`src/rtl/pt_walker.sv`:
```
module pt_walker #(
  parameter int PA_W  = 40,
  parameter int IDX_W = 9,
  parameter int OFF_W = 12
) (
  input  logic            clk,
  input  logic            rst_n,
  input  logic [PA_W-1:0] root_base,
  input  logic            nx_en,
  input  logic            req_valid,
  output logic            req_ready,
  input  logic [63:0]     req_vaddr,
  input  logic [1:0]      req_acc,
  input  logic            req_user,
  output logic            mem_req_valid,
  output logic [PA_W-1:0] mem_req_addr,
  input  logic            mem_rvalid,
  input  logic [63:0]     mem_rdata,
  output logic            done,
  output logic            fault,
  output logic [2:0]      fault_code,
  output logic [1:0]      fault_level,
  output logic [PA_W-1:0] paddr
);
  localparam int FN_W   = PA_W - OFF_W;
  localparam int TOP_HI = OFF_W + 4 * IDX_W - 1;
  localparam int RSV_HI = 51;
  localparam int ENT_SH = 3;

  localparam logic [2:0] F_NONE = 3'd0, F_CANON = 3'd1, F_NP = 3'd2,
                         F_RSV = 3'd3, F_WR = 3'd4, F_USR = 3'd5, F_NX = 3'd6;
  localparam logic [1:0] A_WR = 2'b01, A_EX = 2'b10;

  typedef enum logic [1:0] {S_IDLE, S_ISSUE, S_WAIT, S_DONE} st_t;
  st_t st;

  logic [63:0]      va_q;
  logic [1:0]       acc_q;
  logic             usr_q, nx_q;
  logic [1:0]       lvl;
  logic [FN_W-1:0]  base_q;
  logic [IDX_W-1:0] idx;
  logic [2:0]       chk;
  logic             in_canon;

  assign in_canon = (&req_vaddr[63:TOP_HI]) | ~(|req_vaddr[63:TOP_HI]);
  assign idx = va_q[OFF_W + (3 - int'(lvl)) * IDX_W +: IDX_W];

  always_comb begin
    if (!mem_rdata[0])                                     chk = F_NP;
    else if (|mem_rdata[RSV_HI:PA_W])                      chk = F_RSV;
    else if (acc_q == A_WR && !mem_rdata[1])               chk = F_WR;
    else if (usr_q && !mem_rdata[2])                       chk = F_USR;
    else if (acc_q == A_EX && nx_q && mem_rdata[63])       chk = F_NX;
    else                                                   chk = F_NONE;
  end

  assign req_ready     = (st == S_IDLE);
  assign mem_req_valid = (st == S_ISSUE);
  assign mem_req_addr  = {base_q, idx, {ENT_SH{1'b0}}};
  assign done          = (st == S_DONE);
  assign fault         = (fault_code != F_NONE);

  always_ff @(posedge clk) begin
    if (!rst_n) begin
      st          <= S_IDLE;
      lvl         <= '0;
      va_q        <= '0;
      acc_q       <= '0;
      usr_q       <= 1'b0;
      nx_q        <= 1'b0;
      base_q      <= '0;
      fault_code  <= F_NONE;
      fault_level <= '0;
      paddr       <= '0;
    end else begin
      case (st)
        S_IDLE: if (req_valid) begin
          va_q        <= req_vaddr;
          acc_q       <= req_acc;
          usr_q       <= req_user;
          nx_q        <= nx_en;
          base_q      <= root_base[PA_W-1:OFF_W];
          lvl         <= '0;
          fault_level <= '0;
          paddr       <= '0;
          if (in_canon) begin
            fault_code <= F_NONE;
            st         <= S_ISSUE;
          end else begin
            fault_code <= F_CANON;
            st         <= S_DONE;
          end
        end
        S_ISSUE: st <= S_WAIT;
        S_WAIT: if (mem_rvalid) begin
          if (chk != F_NONE) begin
            fault_code  <= chk;
            fault_level <= lvl;
            st          <= S_DONE;
          end else if (lvl == 2'd3) begin
            paddr <= {mem_rdata[PA_W-1:OFF_W], va_q[OFF_W-1:0]};
            st    <= S_DONE;
          end else begin
            base_q <= mem_rdata[PA_W-1:OFF_W];
            lvl    <= lvl + 2'd1;
            st     <= S_ISSUE;
          end
        end
        default: st <= S_IDLE;
      endcase
    end
  end


  noncanon_chk: assert property (@(posedge clk) disable iff (!rst_n)
    (req_valid && req_ready && !in_canon) |=> (done && fault_code == F_CANON && !mem_req_valid));

  mreq_pulse_chk: assert property (@(posedge clk) disable iff (!rst_n)
    mem_req_valid |=> !mem_req_valid);

  idle_nomem_chk: assert property (@(posedge clk) disable iff (!rst_n)
    req_ready |-> !mem_req_valid);

  done_pulse_chk: assert property (@(posedge clk) disable iff (!rst_n)
    done |=> (!done && req_ready));

  pa_offset_chk: assert property (@(posedge clk) disable iff (!rst_n)
    (done && !fault) |-> paddr[OFF_W-1:0] == va_q[OFF_W-1:0]);
endmodule

```
`config.mk`:
```
export PLATFORM = sky130hd
export DESIGN_NAME = pt_walker
export DESIGN_NICKNAME = d
export VERILOG_FILES = /design/src/rtl/pt_walker.sv
export SDC_FILE = /design/constraint.sdc
export NUM_CORES = 1
export LEC_CHECK = 0
export BUFFER_PORTS_ARGS = -buffer_cell sky130_fd_sc_hd__buf_2
export CORE_UTILIZATION = 31
export CTS_BUF_LIST = sky130_fd_sc_hd__clkbuf_16
export CTS_CLUSTER_DIAMETER = 100
export DETAILED_ROUTE_END_ITERATION = 7
export GPL_TIMING_DRIVEN = 0
export PLACE_DENSITY = 0.6
export RECOVER_POWER = 100
export SLEW_MARGIN = 40
export SYNTH_ARGS = -nofsm -noshare
export SYNTH_HDL_FRONTEND = slang
export SYNTH_SLANG_ARGS = --single-unit
export TNS_END_PERCENT = 1
```
`constraint.sdc`:
```
create_clock -name clk -period 2.95 [get_ports clk]
set_input_delay 0.4425 -clock clk [delete_from_list [all_inputs] [get_ports clk]]
set_output_delay 0.4425 -clock clk [all_outputs]
set_load 0.03 [all_outputs]
```
**Word level (Yosys, flattened, before mapping)**

Index checks and enable logic that the tools add are counted.

- Bits in registers: 145
- Input port bits: 176
- Output and inout bits: 89
- Logic and storage cells: 81

- $add $sub $neg: 3
- Multipliers: 1
- Equality and inequality tests: 12
- Shift-type cells: 1
- Multiplexer cells: 34
- Bitwise operators: 2
- Reductions and logical operators: 18

Operators with widths:

| operator | number |
|---|---|
| two-way mux 40 bit | 4 |
| two-way mux 28 bit | 4 |
| one-hot mux 40 bit (2 select lines) | 1 |
| variable part select 64 x 9 -> 9 bit | 1 |
| one-hot mux 28 bit (2 select lines) | 1 |
| two-way mux 3 bit | 8 |
| two-way mux 2 bit | 11 |
| AND reduction 17 bit | 1 |
| OR reduction 17 bit | 1 |
| != test 2 bit, second input constant | 6 |
| OR reduction 12 bit | 1 |
| AND reduction 5 bit | 2 |
| adder 5 x 8 -> 9 bit, first input constant | 1 |
| == test 2 bit, second input constant | 4 |
| multiplier 3 x 5 -> 8 bit, second input constant | 1 |
| one-hot mux 2 bit (2 select lines) | 2 |
| one-hot mux 2 bit (3 select lines) | 1 |
| one-hot mux 3 bit (2 select lines) | 1 |
| nonzero test 3 bit | 2 |
| == test 2 x 1 -> 1 bit, second input constant | 2 |
| logical AND 1 bit | 4 |
| AND reduction 2 bit | 2 |
| AND reduction 4 bit | 1 |
| subtractor 2 x 2 -> 3 bit, first input constant | 1 |
| 7 further kinds | 8 |

**Depth between registers and ports, before layout**

- Word-level depth: 12
- Mapped depth: 9
- Depth with buffers taken out: 6

**Worst setup path after synthesis**

OpenSTA, ideal clock, no wires.

- Path type: register -> output
- Start point: register lvl[1]
- End point: output port mem_req_addr[8]
- Arrival time: 2.218 ns
- Data required time: 2.508 ns
- Path slack: 0.290 ns
- Cell stages (with the launch flop): 7
- Buffers on the path: 2
- Cell sequence: dfxtp_1 > clkbuf_1 > clkinv_1 > ha_1 > clkbuf_1 > nor3_1 > nor3_1

- Cells in the longest elaborated chain, start to end: 4

RTL lines:

| item | RTL line | RTL |
|---|---|---|
| start: declaration | 40 | `logic [1:0] lvl;` |
| start signal: assignment | 106 | `lvl <= lvl + 2'd1;` |
| subtractor 2 x 2 -> 3 bit | 47 | `assign idx = va_q[OFF_W + (3 - int'(lvl)) * IDX_W +: IDX_W];` |
| multiplier 3 x 5 -> 8 bit | 47 |  |
| adder 5 x 8 -> 9 bit | 47 |  |
| variable part select 64 x 9 -> 9 bit | 47 |  |
| end: declaration | 16 | `output logic [PA_W-1:0] mem_req_addr,` |

No other way between the ends.

**Worst setup path in the final report**

- Start point: register lvl[0]
- End point: output port mem_req_addr[3]

Same word-level chain as after synthesis.

==> out/metrics.cfg <==
[die]
die_y_um=151
rows=54
start_util_pct=31.6
num_io_pins=265
die_w_um=151
core_region_area_um2=21900
die_area_um2=22900

[power]
vdd_drop_max_v=0.000313
power.leakage_nw=3.32
powerDensity_nw_per_um2=563

[sta]
finalHoldViolations=0
worstMarginPinSlew_ns=0.772
finalMaxSlewViolations=0
finalCriticalPeriod_ns=2.86
period_share_pct=96.8
relSlewSlack_pct=48.6
timing.fmax_ghz=0.350
rsz0062_at_grt=true
hold_slack_ns=0.257
fin_skew_ns=0.00872
setup_viol=0

[route]
top_layer=met5
routed-wl-met2_um=12000
wl_met1_um=10100
drc=0
finalWirelength_um=24200
drt_iter0_drc=400
vias=7086
routedWlPerCell_um=17.6
wl_met3_um=1800
drtAntennaViolNets=0
dr.pass1.iters=4
vias_per_cell=5.13

[setup_path]
path_cells=buf_6 > buf_12 > clkinvlp_4 > buf_4 > o211ai_1 > a21bo_1 > mux4_2 > buf_2
reg2reg_depth=8
crit_type=reg2out
cp_top_family=buffers and inverters
cp_num_buf_inv=5
start_kind=flop
critPathRequiredTime_ns=2.51
r2r_end=paddr[31]
r2r_setup_slack_ns=0.42
crit_slowest_cell=mux4_2
slowest_delay_ns=0.48
crit_arrival_ns=2.41
reg2reg_from=st[1]
end_kind=output pin
worstPathMaxFanout=10

[layout]
drive_above_1_share_pct=22.6
layout.nets=1264
fin_area_um2=8910
area_growth_pct=28.8
fin_cells=1380
final_util_pct=40.7

[hold_path]
hold_path_depth=3
hp-start=req_vaddr[2]
holdPathEnd=va_q[2]
hp-class=in2reg

[global_route]
overflow=0
grt_pass1_vias=6822
grt_usage_pct=21.5
antenna_found_initial=3
grt_pass1_wl_um=37200
grt_max_degree=17

[cts]
htreeDepth=4
cts_hold_buffers=0
cts_tree=done
clockBufferDepth=2
insertion_delay_ns=0.42
cts_made_buffers=17
cts_root_buffer=clkbuf_16
cts_sinks=145
path_clk_slew_ns=0.06

[synthesis]
synth_top_area_share_pct=41.9
synth.distinct_cells=50
netlist_area_um2=6920
seq_area_frac_synth_pct=41.9
synth_cells=836
ys.flop_type=dfxtp_1
ys_seq_elements=145
synth_top_area_cell=dfxtp_1
synth-edff-count=0
ys_warn_count=0
synthArstFlopShare_pct=0
ys_top_cells_by_area=dfxtp_1 42%, nand2_1 13%, mux4_2 8.5%, a21oi_1 6.0%, nand3_1 4.7%
avgSynthCellArea_um2=8.28

[run_status]
status=finished clean

[place]
dp_hpwl_um=18900
gp_congestion=0.880
post_dp_cell_area_um2=8430
port_buffers=229
dp_cells=1347

[flow_run]
drv_cap=0

what timing repair did:
action,4_1_cts,5_1_grt
cloned,0,0
resized for setup,11,15
endpoints found under the setup margin,9,9
setup buffers,0,1
cell usage after synthesis, types with 3 or more instances:
| library cell | n |
|---|---|
| clkbuf_1 | 34 |
| and4_1 | 3 |
| inv_1 | 3 |
| nor2b_1 | 3 |
| nand3_1 | 65 |
| nor3_1 | 3 |
| o2bb2ai_1 | 28 |
| nand2_1 | 236 |
| mux2i_1 | 14 |
| nand2b_1 | 7 |
| dfxtp_1 | 145 |
| a31oi_1 | 31 |
| mux4_2 | 26 |
| buf_4 | 14 |
| a22o_1 | 13 |
| mux2_2 | 3 |
| nor4_1 | 8 |
| nor2_1 | 13 |
| a21oi_1 | 83 |
| nand4_1 | 6 |
| buf_1 | 6 |
| buf_2 | 22 |
| o21ai_0 | 37 |
placed cells by master, fill, tap and decap left out, types with 4 or more instances in the layout:
cell type / count
nand2_1: 236
buf_2: 158
dfxtp_1: 145
clkbuf_1: 123
a21oi_1: 83
nand3_1: 65
o21ai_0: 37
a31oi_1: 31
o2bb2ai_1: 28
mux4_2: 26
clkbuf_16: 17
nor2_1: 14
a22o_1: 13
mux2i_1: 13
buf_4: 12
nor4_1: 9
nand2b_1: 7
nand4_1: 6
clkinvlp_4: 5
inv_6: 5
buf_1: 4
cells by family after synthesis:
logic type | share of synthesized area [%]
AND/OR/NAND/NOR | 22.4
flip-flops | 41.9
multiplexers | 11.0
other | 0.0542
AO/OA/AOI/OAI | 18.7
adder cells (fa/ha/maj) | 0.361
buffers and inverters | 5.60
metal layers:
layer / global-route usage, % / vias up
met2: 37.9 / 254
met3: 6.02 / 24
met4: 4.80 / 6
li1: - / 3473
met1: 25.7 / 3329
met5: 0 / -
power by group:
group | switching, mW | internal [mW]
Clock | 0.907 | 1.08
Sequential | 0.101 | 2.08
Combinational | 0.562 | 0.285
Total | 1.57 | 3.45
through the flow:
step                TNS [ns]  power (mW)  setup WS [ns]
global route        -0.00722        5.25       -0.00722
floorplan                  0        2.73          0.290
finish                     0        5.02         0.0942
CTS                  -0.0408        5.08        -0.0225
detailed placement         0        3.09         0.0581
global placement           0        3.08         0.0742
worst max-delay path by stage:
stage | from | endpoint | slack [ns] | cells after the start
2_1_floorplan | lvl[1] | mem_req_addr[8] | 0.29 | 6
3_3_place_gp | lvl[1] | mem_req_addr[8] | 0.07 | 7
3_5_place_dp | lvl[1] | mem_req_addr[8] | 0.06 | 7
4_1_cts | lvl[0] | mem_req_addr[3] | -0.02 | 7
5_1_grt | lvl[0] | mem_req_addr[7] | -0.007 | 9
6_report | lvl[0] | mem_req_addr[3] | 0.09 | 8
flip-flops by register name (all words and copies together), names as in the netlist:
| signal | cells |
|---|---|
| lvl | 2 |
| paddr | 40 |
| va_q | 64 |
| fault_code | 3 |
| fault_level | 2 |
| base_q | 28 |
| nx_q | 1 |
| acc_q | 2 |
| usr_q | 1 |
| st | 2 |
worst reg2reg max path: stages (launching register included):
cell and delay [ns]:
dfxtp_1 0.30, clkbuf_1 0.35, nand2_1 0.17, a21o_1 0.26
nor2_1 0.21, clkbuf_1 0.44, clkbuf_1 0.46, nand2_1 0.10
o2bb2ai_1 0.14
area by class of cell:
| class | instances | area [µm²] |
|---|---|---|
| diodes | 1 | 2.50 |
| plain buffers | 75 | 379 |
| clock buffers | 17 | 425 |
| clock inverters | 15 | 111 |
| fillers | 2357 | 13000 |
| inverters | 6 | 32.5 |
| multi-input cells | 611 | 3640 |
| flip-flops and latches | 145 | 2900 |
| well taps | 280 | 350 |
| repair buffers | 230 | 1060 |
No activity file was read; power rests on OpenSTA's default activity.
